$ cat config.mk
export PLATFORM = sky130hd
export DESIGN_NAME = auto_ptr_reg
export DESIGN_NICKNAME = d
export VERILOG_FILES = /design/src/rtl/aptr_pkg.sv /design/src/rtl/aptr_step_sel.sv /design/src/rtl/aptr_next.sv /design/src/rtl/aptr_rd_mux.sv /design/src/rtl/auto_ptr_reg.sv
export SDC_FILE = /design/constraint.sdc
export NUM_CORES = 1
export LEC_CHECK = 0
export ABC_AREA = 1
export CAP_MARGIN = 40
export CORE_UTILIZATION = 41
export CTS_CLUSTER_DIAMETER = 150
export DETAILED_ROUTE_END_ITERATION = 10
export HOLD_SLACK_MARGIN = 0.05
export PLACE_DENSITY = 0.68
export SLEW_MARGIN = 20
export SYNTH_ARGS = -nofsm -noshare
export SYNTH_HDL_FRONTEND = slang
export SYNTH_HIERARCHICAL = 1
export SYNTH_SLANG_ARGS = --single-unit
$ cat constraint.sdc
create_clock -name clk -period 4 [get_ports clk]
set_input_delay 0.6 -clock clk [delete_from_list [all_inputs] [get_ports clk]]
set_output_delay 0.6 -clock clk [all_outputs]
set_load 0.02 [all_outputs]
$ cat src/rtl/aptr_pkg.sv
package aptr_pkg;
  typedef enum logic [1:0] {
    STEP_NONE = 2'd0,
    STEP_ONE  = 2'd1,
    STEP_TWO  = 2'd2
  } step_e;
endpackage

$ cat src/rtl/aptr_step_sel.sv
module aptr_step_sel
  import aptr_pkg::*;
(
  input  logic  step_one,
  input  logic  step_two,
  input  logic  blocked,
  output step_e step
);
  always_comb begin
    if (blocked)       step = STEP_NONE;
    else if (step_two) step = STEP_TWO;
    else if (step_one) step = STEP_ONE;
    else               step = STEP_NONE;
  end
endmodule

$ cat src/rtl/aptr_next.sv
module aptr_next
  import aptr_pkg::*;
#(
  parameter int BYTE_W = 8,
  localparam int PTR_W = 2 * BYTE_W
) (
  input  logic [PTR_W-1:0]  cur,
  input  step_e             step,
  input  logic              wr_hit,
  input  logic              wr_sel,
  input  logic [BYTE_W-1:0] wdata,
  output logic [PTR_W-1:0]  nxt
);
  function automatic logic [PTR_W-1:0] bump(input logic [PTR_W-1:0] v, input step_e s);
    case (s)
      STEP_ONE: bump = v + PTR_W'(1);
      STEP_TWO: bump = v + PTR_W'(2);
      default:  bump = v;
    endcase
  endfunction

  function automatic logic [PTR_W-1:0] load_byte(input logic [PTR_W-1:0] v,
                                                 input logic hi,
                                                 input logic [BYTE_W-1:0] d);
    logic [PTR_W-1:0] r;
    r = v;
    if (hi) r[PTR_W-1:BYTE_W] = d;
    else    r[BYTE_W-1:0]     = d;
    return r;
  endfunction

  always_comb begin
    if (wr_hit) nxt = load_byte(cur, wr_sel, wdata);
    else        nxt = bump(cur, step);
  end
endmodule

$ cat src/rtl/aptr_rd_mux.sv
module aptr_rd_mux #(
  parameter int BYTE_W = 8,
  localparam int PTR_W = 2 * BYTE_W
) (
  input  logic [PTR_W-1:0]  cur,
  input  logic              sel,
  input  logic              rd_en,
  input  logic              wr_en,
  input  logic              byte_sel,
  input  logic              ovr_lo,
  input  logic              ovr_hi,
  output logic [BYTE_W-1:0] rdata,
  output logic              rdata_oe
);
  logic cpu_rd;
  assign cpu_rd = sel & rd_en & ~wr_en;

  always_comb begin
    rdata    = '0;
    rdata_oe = 1'b0;
    if (ovr_lo) begin
      rdata    = cur[BYTE_W-1:0];
      rdata_oe = 1'b1;
    end else if (ovr_hi) begin
      rdata    = cur[PTR_W-1:BYTE_W];
      rdata_oe = 1'b1;
    end else if (cpu_rd) begin
      rdata    = byte_sel ? cur[PTR_W-1:BYTE_W] : cur[BYTE_W-1:0];
      rdata_oe = 1'b1;
    end
  end
endmodule

$ cat src/rtl/auto_ptr_reg.sv
module auto_ptr_reg
  import aptr_pkg::*;
#(
  parameter int BYTE_W = 8,
  localparam int PTR_W = 2 * BYTE_W
) (
  input  logic              clk,
  input  logic              rst_n,
  input  logic              sel,
  input  logic              byte_sel,
  input  logic              wr_en,
  input  logic              rd_en,
  input  logic [BYTE_W-1:0] wdata,
  input  logic              step_one,
  input  logic              step_two,
  input  logic              ovr_lo,
  input  logic              ovr_hi,
  output logic [BYTE_W-1:0] rdata,
  output logic              rdata_oe,
  output logic [PTR_W-1:0]  ptr_q
);
  logic             wr_hit;
  step_e            step;
  logic [PTR_W-1:0] ptr_nxt;

  assign wr_hit = sel & wr_en;

  aptr_step_sel u_step (
    .step_one (step_one),
    .step_two (step_two),
    .blocked  (wr_hit),
    .step     (step)
  );

  aptr_next #(.BYTE_W(BYTE_W)) u_next (
    .cur    (ptr_q),
    .step   (step),
    .wr_hit (wr_hit),
    .wr_sel (byte_sel),
    .wdata  (wdata),
    .nxt    (ptr_nxt)
  );

  always_ff @(posedge clk or negedge rst_n) begin
    if (!rst_n) ptr_q <= '0;
    else        ptr_q <= ptr_nxt;
  end

  aptr_rd_mux #(.BYTE_W(BYTE_W)) u_rd (
    .cur      (ptr_q),
    .sel      (sel),
    .rd_en    (rd_en),
    .wr_en    (wr_en),
    .byte_sel (byte_sel),
    .ovr_lo   (ovr_lo),
    .ovr_hi   (ovr_hi),
    .rdata    (rdata),
    .rdata_oe (rdata_oe)
  );
endmodule

==> impl_summary.log, run 1 <==
[metrics] result of the run: finished, final reports clean
[metrics] category of the worst setup path launch point: primary input
[metrics] final setup violating endpoints: 0
[metrics] Port-buffer cells: 42
[metrics] launch instance of the worst register-to-register path: ptr_q[2]$_DFF_PN0_
[metrics] area used by multi-input combinational logic: 0.00115 sq mm
[metrics] cell internal pwr: 0.416 mW
[metrics] growth of design area from synthesis to finish: 27.0%
[metrics] leakage: 1.11 nW
[metrics] sequential-to-total area share from yosys stat: 0.223
[metrics] number of design-rule violations left by the first detailed-router iteration: roughly 130
[metrics] setup repair after global routing missed its margin: no
[metrics] Worst-path clk slew: around 80 ps
[metrics] placed cell count: 394
[metrics] synthesized net count: 333
[metrics] floorplan die width: 68.2 um
[metrics] portion of the clock cycle consumed by the worst path in the final layout: 0.721
[metrics] R2R Path End: ptr_q[7]$_DFF_PN0_
[metrics] logic gate share of total power: 0.488
[metrics] total length of routed wires: 5440 um
[metrics] WS Path Type: primary input to primary output
[metrics] highest attainable clock frequency: roughly 350 MHz
[metrics] maximum VDD drop: 0.230 mV
[metrics] maximum number of pins on one net before global-route repair: 23
[metrics] Cell Rows: 23
[metrics] final cell count without fillers: 398
[metrics] Gates resized, CTS repair: 0
[metrics] power density over cell area: 335 mW/mm^2
[metrics] share of layout cells above drive strength 1: 0.0690
[metrics] number of clock sinks: 16
[metrics] minimum clock period after layout: between 2000 and 3000 ps
[metrics] antenna violations before repair: 0
[metrics] switching share of total power: 0.455
[metrics] Final Max Tran Viols: 0
[metrics] Avg Cell Area, Syn: 5.78 sq um
[metrics] effective utilization at floorplan: 0.437
[metrics] DR vias: 2,084
[metrics] diode count: 0
[metrics] height of the die: just under 70 um
[metrics] wire length of the first global-routing pass: 8580 um
[metrics] Yosys reg bits: 16
[metrics] Total Power Consumption: 0.764 mW
[metrics] setup_tns: 0 ps
[metrics] number of buffers created by CTS: 3
[metrics] WP data required: 3400 ps
[metrics] vias in the first global route: 1,759
[metrics] post-synth cell types: 28
[metrics] final std cell area, no fill: 0.00228 sq mm
[metrics] detailed-router iteration count before antenna repair: 4
[metrics] Hold Vio Cnt, Final: 0
[metrics] half-perimeter wire length of the detailed placement result: 4000 um
[metrics] worst-path fanout max: 9
[metrics] post-place instance area: 0.00223 sq mm
[metrics] I/O pin cnt: 43
[metrics] # DRC: 0
[metrics] Core Util, Final: 0.555
[metrics] post-detailed-route wirelength per cell: 13.7 um
[metrics] WP data arrival: around 2300 ps
[metrics] Worst setup EP type: primary output
[metrics] Warnings, synthesis: 6
[metrics] worst clock skew on the final layout: 10.1 ps
[metrics] maximum clock path buffer count: 2
[metrics] setup slack of the worst register-to-register path: 2260 ps
[metrics] placeable core region: 0.00412 sq mm
[metrics] fillcell total: 428
[metrics] net switching power of the design: around 0.35 mW
[metrics] portion of total power attributed to sequential cells: 0.339
[metrics] Biggest register: ptr_q
[metrics] post-layout net count: 372
[metrics] final estimated routing congestion in global placement: 0.903
[metrics] count of antenna-violating nets left after detailed routing: 0
[metrics] hold buffers post-CTS: 0
[metrics] area occupied by registers: 400 sq um
[metrics] total standard cell area after synthesis: 0.00180 sq mm
[metrics] Worst Reg2Reg Path Length in Cells: 6
[metrics] worst hold-check path type: primary input to async pin
[metrics] CTS H-Tree Depth: 1
[metrics] number of flip-flops in the largest register: 16
[metrics] combined global-route utilization of all metal layers: 0.251
[metrics] number of setup buffers added after CTS: 0
[metrics] max-cap check violation count: 0
[metrics] grt ovf: 0
[metrics] worst-case headroom to the max-slew limit: 0.558
[metrics] die area: 0.00465 sq mm
[metrics] share of power burned in the clock network: 0.172
[metrics] CTS tree: yes
[metrics] Vias per Instance: 5.24
[metrics] Post-Synthesis Cells: 311
[metrics] worst-margin pin slew: between 600 and 700 ps
[metrics] clock insertion delay at the later pin of the skew report: 260 ps
[metrics] largest registers in the final layout: ptr_q: 16 flops
[metrics] Root Buffer: sky130_fd_sc_hd__clkbuf_8
-- cells in the mapped netlist, drive strengths merged --
| master | count | area [sq um] |
|---|---|---|
| a211oi | 1 | 7.51 |
| a21oi | 28 | 140 |
| a31oi | 1 | 6.26 |
| buf | 8 | 57.6 |
| clkbuf | 3 | 11.3 |
| dfrtp | 16 | 400 |
| ha | 4 | 50.1 |
| inv | 47 | 176 |
| nand2 | 82 | 320 |
| nand3 | 26 | 135 |
| nand4 | 5 | 31.3 |
| nor2 | 47 | 215 |
| nor3 | 1 | 5.00 |
| nor4 | 1 | 6.26 |
| o21ai | 39 | 218 |
| o221ai | 1 | 8.76 |
| o31ai | 1 | 7.51 |
-- cell families (layout without fill, tap and decap cells) --
group,after synthesis,count (layout),synth area share
simple gates,162,162,0.397
buf+inv,58,95,0.136
compound gates,71,71,0.216
fa+ha+maj,4,4,0.0279
flops,16,16,0.223
-- cells in the final DEF (no fill, tap or decap), types with 4 or more instances in the layout --
master                            instances
sky130_fd_sc_hd__dfrtp_1                 16
sky130_fd_sc_hd__ha_1                     4
sky130_fd_sc_hd__nand4_1                  5
sky130_fd_sc_hd__o21ai_1                  8
sky130_fd_sc_hd__nand3_1                 25
sky130_fd_sc_hd__nor2_1                  41
sky130_fd_sc_hd__clkdlybuf4s50_1         42
sky130_fd_sc_hd__nand2_2                  5
sky130_fd_sc_hd__a21oi_1                 28
sky130_fd_sc_hd__o21ai_0                 27
sky130_fd_sc_hd__inv_1                   45
sky130_fd_sc_hd__nand2_1                 77
-- metal layers --
layer,up-vias,routed length (um),GRT usage,share of wire
met5,-,0,0,0
met4,0,95,0.0833,0.017
met3,10,343,0.0200,0.063
met2,83,2380,0.386,0.44
met1,911,2620,0.365,0.48
li1,1080,-,-,-
-- power groups by stage --
| stage | Clock (mW) | Sequential, mW | Combinational (mW) |
|---|---|---|---|
| finish | 0.132 | 0.259 | 0.373 |
| global route | 0.140 | 0.266 | 0.413 |
| CTS | 0.131 | 0.259 | 0.370 |
| detailed placement | 0 | 0.261 | 0.369 |
| global placement | 0 | 0.262 | 0.369 |
| floorplan | 0 | 0.276 | 0.193 |
-- critical path, stage by stage --
cell and delay [ps]:
sky130_fd_sc_hd__clkdlybuf4s50_1 470, sky130_fd_sc_hd__nand2_1 70, sky130_fd_sc_hd__o21ai_2 330, sky130_fd_sc_hd__nand2_1 100, sky130_fd_sc_hd__nor2_1 100, sky130_fd_sc_hd__clkdlybuf4s50_1 610
-- worst max-delay path by stage --
stage / from / to / cells after the start
finish: sel / rdata[2] / 6
global route: sel / rdata[7] / 6
CTS: sel / rdata[2] / 6
detailed placement: wr_en / ptr_q[2]$_DFF_PN0_ / 11
global placement: wr_en / ptr_q[1]$_DFF_PN0_ / 11
floorplan: sel / rdata[0] / 4
-- metrics by stage --
step | hold WS [ps] | worst slack (ps)
2_1_floorplan | 304 | 1990
3_3_place_gp | 604 | 1060
3_5_place_dp | 607 | 1030
4_1_cts | 621 | 1100
5_1_grt | 613 | 1010
6_report | 597 | 1120
-- area by class of cell --
type | instances | share of cell area
multi-input combinational | 237 | 0.504
timing repair buffer | 45 | 0.197
sequential | 16 | 0.175
inverter | 47 | 0.0773
tap | 50 | 0.0274
clock buffer | 3 | 0.0181
Note: power is estimated with default switching activity, not from simulation.
==> inputs of run 2 (changes only) <==
==> constraint.sdc (replaced) <==
create_clock -name clk -period 2.89 [get_ports clk]
set_input_delay 0.4335 -clock clk [delete_from_list [all_inputs] [get_ports clk]]
set_output_delay 0.4335 -clock clk [all_outputs]
set_load 0.02 [all_outputs]
==> impl_summary.log, run 2 (synthesis results as in run 1) <==
[metrics] antenna violations before repair: 0
[metrics] share of layout cells above drive strength 1: 0.0769
[metrics] Total Power Consumption: 1.09 mW
[metrics] WP data arrival: 2130 ps
[metrics] growth of design area from synthesis to finish: 28.6%
[metrics] crit path max-delay cell type: sky130_fd_sc_hd__clkdlybuf4s50_1
[metrics] slowest stage delay, CP: 610 ps
[metrics] count of antenna-violating nets left after detailed routing: 0
[metrics] Cell Rows: 23
[metrics] # DRC: 0
[metrics] Port-buffer cells: 42
[metrics] vias in the first global route: 1,877
[metrics] Root Buffer: sky130_fd_sc_hd__clkbuf_8
[metrics] hold buffers post-CTS: 0
[metrics] Hold Vio Cnt, Final: 0
[metrics] Worst-path clk slew: 70 ps
[metrics] die area: 0.00465 sq mm
[metrics] setup repair after global routing missed its margin: no
[metrics] number of clock sinks: 16
[metrics] final setup violating endpoints: 0
[metrics] maximum clock path buffer count: 2
[metrics] switching share of total power: 0.444
[metrics] Worst setup EP type: primary output
[metrics] power density over cell area: 473 mW/mm^2
[metrics] CTS tree: yes
[metrics] I/O pin cnt: 43
[metrics] portion of total power attributed to sequential cells: 0.327
[metrics] worst-margin pin slew: ~640 ps
[metrics] maximum VDD drop: 0.248 mV
[metrics] worst clock skew on the final layout: around 6.5 ps
[metrics] minimum clock period after layout: 2560 ps
[metrics] DR vias: 2,167
[metrics] logic gate share of total power: 0.478
[metrics] half-perimeter wire length of the detailed placement result: about 4200 um
[metrics] number of setup buffers added after CTS: 0
[metrics] Final Max Tran Viols: 0
[metrics] most frequent cells in the layout: sky130_fd_sc_hd__nand2_1 (77), sky130_fd_sc_hd__inv_1 (45), sky130_fd_sc_hd__clkdlybuf4s50_1 (42)
[metrics] post-detailed-route wirelength per cell: between 10 and 15 um
[metrics] max-cap check violation count: 0
[metrics] post-placement worst setup slack: 320 ps
[metrics] category of the worst setup path launch point: primary input
[metrics] detailed-router iteration count before antenna repair: 5
[metrics] most common library cell in the layout ignoring fill and taps: sky130_fd_sc_hd__nand2_1
[metrics] number of design-rule violations left by the first detailed-router iteration: ~130
[metrics] Gates resized, CTS repair: 0
[metrics] wire length of the first global-routing pass: around 9000 um
[metrics] share of power burned in the clock network: 0.194
[metrics] total length of routed wires: 5540 um
[metrics] CTS H-Tree Depth: 1
[metrics] combined global-route utilization of all metal layers: 0.261
[metrics] Vias per Instance: between 5 and 6
[metrics] grt ovf: 0
[metrics] critical path buffer and inverter count: 2
[metrics] Biggest register: ptr_q
[metrics] worst-path fanout max: 16
[metrics] highest attainable clock frequency: about 400 MHz
[metrics] floorplan die width: between 60 and 70 um
[metrics] WS Path Type: primary input to primary output
[metrics] worst-case headroom to the max-slew limit: 0.570
[metrics] number of flip-flops in the largest register: 16
[metrics] cell internal pwr: 0.607 mW
[metrics] placeable core region: 0.00412 sq mm
[metrics] clock insertion delay at the later pin of the skew report: 260 ps
[metrics] leakage: 1.13 nW
[metrics] worst hold-check path type: primary input to async pin
[metrics] cell type group with the largest total delay on the critical path: buffers and inverters
[metrics] final estimated routing congestion in global placement: 0.935
[metrics] smallest setup slack after layout: 327 ps
[metrics] maximum number of pins on one net before global-route repair: 23
[metrics] critical-path cell list: clkdlybuf4s50_1 -> o21ai_4 -> nor2_1 -> nor2_1 -> clkdlybuf4s50_1
[metrics] net switching power of the design: 0.485 mW
[metrics] diode count: 0
[metrics] setup_tns: 0 ps
[metrics] height of the die: 68.2 um
[metrics] result of the run: finished, final reports clean
[metrics] hold slack: 434 ps
[metrics] number of buffers created by CTS: 3
[metrics] post-layout net count: between 300 and 400
[metrics] effective utilization at floorplan: 0.437
[metrics] largest registers in the final layout: ptr_q: 16 flops
[metrics] WP data required: 2460 ps
[metrics] portion of the clock cycle consumed by the worst path in the final layout: 0.887
==> run 2: cell types whose count changed in the layout (fill, tap and decap cells not counted), sizes merged <==
cell | before | now
buf | 3 | 5
clkbuf | 3 | 4
==> run 2: final cells by class <==
| cell class | count | area (sq um) |
|---|---|---|
| clock buffer | 4 | 55.1 |
| fill | 442 | 1800 |
| inverter | 47 | 176 |
| multi-input combinational | 237 | 1150 |
| sequential | 16 | 400 |
| tap | 50 | 62.6 |
| timing repair buffer | 47 | 465 |
==> run 2: worst register-to-register path, cell delays in order (launching register included) <==
cell                      delay [ps]
sky130_fd_sc_hd__dfrtp_1         490
sky130_fd_sc_hd__ha_1            290
sky130_fd_sc_hd__nand2_1         130
sky130_fd_sc_hd__nor2_1          160
sky130_fd_sc_hd__nand2_1         130
sky130_fd_sc_hd__nand2_1         110
sky130_fd_sc_hd__nand3_1         100
sky130_fd_sc_hd__o21ai_1         160
sky130_fd_sc_hd__o21ai_1          80
==> run 2: power groups by stage <==
stage | logic, mW | registers (mW) | clock network (mW)
2_1_floorplan | 0.267 | 0.383 | 0
5_1_grt | 0.580 | 0.367 | 0.225
6_report | 0.522 | 0.358 | 0.212
3_3_place_gp | 0.511 | 0.362 | 0
4_1_cts | 0.519 | 0.356 | 0.216
3_5_place_dp | 0.517 | 0.360 | 0
==> run 2: final timing paths <==
kind	from	endpoint	slack (ps)	cells after the start
worst max-delay path	byte_sel	rdata[1]	330	5
min in group clk	ptr_q[6]$_DFF_PN0_	ptr_q[6]$_DFF_PN0_	620	2
worst min register to register	ptr_q[6]$_DFF_PN0_	ptr_q[6]$_DFF_PN0_	620	2
worst max register to register	ptr_q[2]$_DFF_PN0_	ptr_q[9]$_DFF_PN0_	1130	8
max in group asynchronous	rst_n	ptr_q[9]$_DFF_PN0_	2050	2
worst min-delay path	rst_n	ptr_q[12]$_DFF_PN0_	430	1
==> run 2: per-layer routing <==
| layer | GRT usage | share of wire | vias up |
|---|---|---|---|
| li1 | - | - | 1081 |
| met1 | 0.362 | 0.46 | 997 |
| met2 | 0.422 | 0.46 | 82 |
| met3 | 0.0250 | 0.063 | 7 |
| met4 | 0.0807 | 0.014 | 0 |
| met5 | 0 | 0 | - |
==> run 2: metrics by stage <==
| stage | instance area, sq um | instances | util |
|---|---|---|---|
| final | 2310 | 401 | 0.562 |
| after global placement | 2240 | 396 | 0.545 |
| after global routing | 2310 | 401 | 0.562 |
| after CTS | 2300 | 400 | 0.558 |
| after floorplan | 1800 | 311 | - |
| after detailed placement | 2240 | 396 | 0.545 |
==> inputs of run 3 (changes only) <==
--- a/config.mk
+++ b/config.mk
@@ -17,3 +17,4 @@
 export SYNTH_HDL_FRONTEND = slang
 export SYNTH_HIERARCHICAL = 1
 export SYNTH_SLANG_ARGS = --single-unit
+export TNS_END_PERCENT = 100
==> results of run 3 <==
Final layout, timing and power as in run 2 (identical DEF).
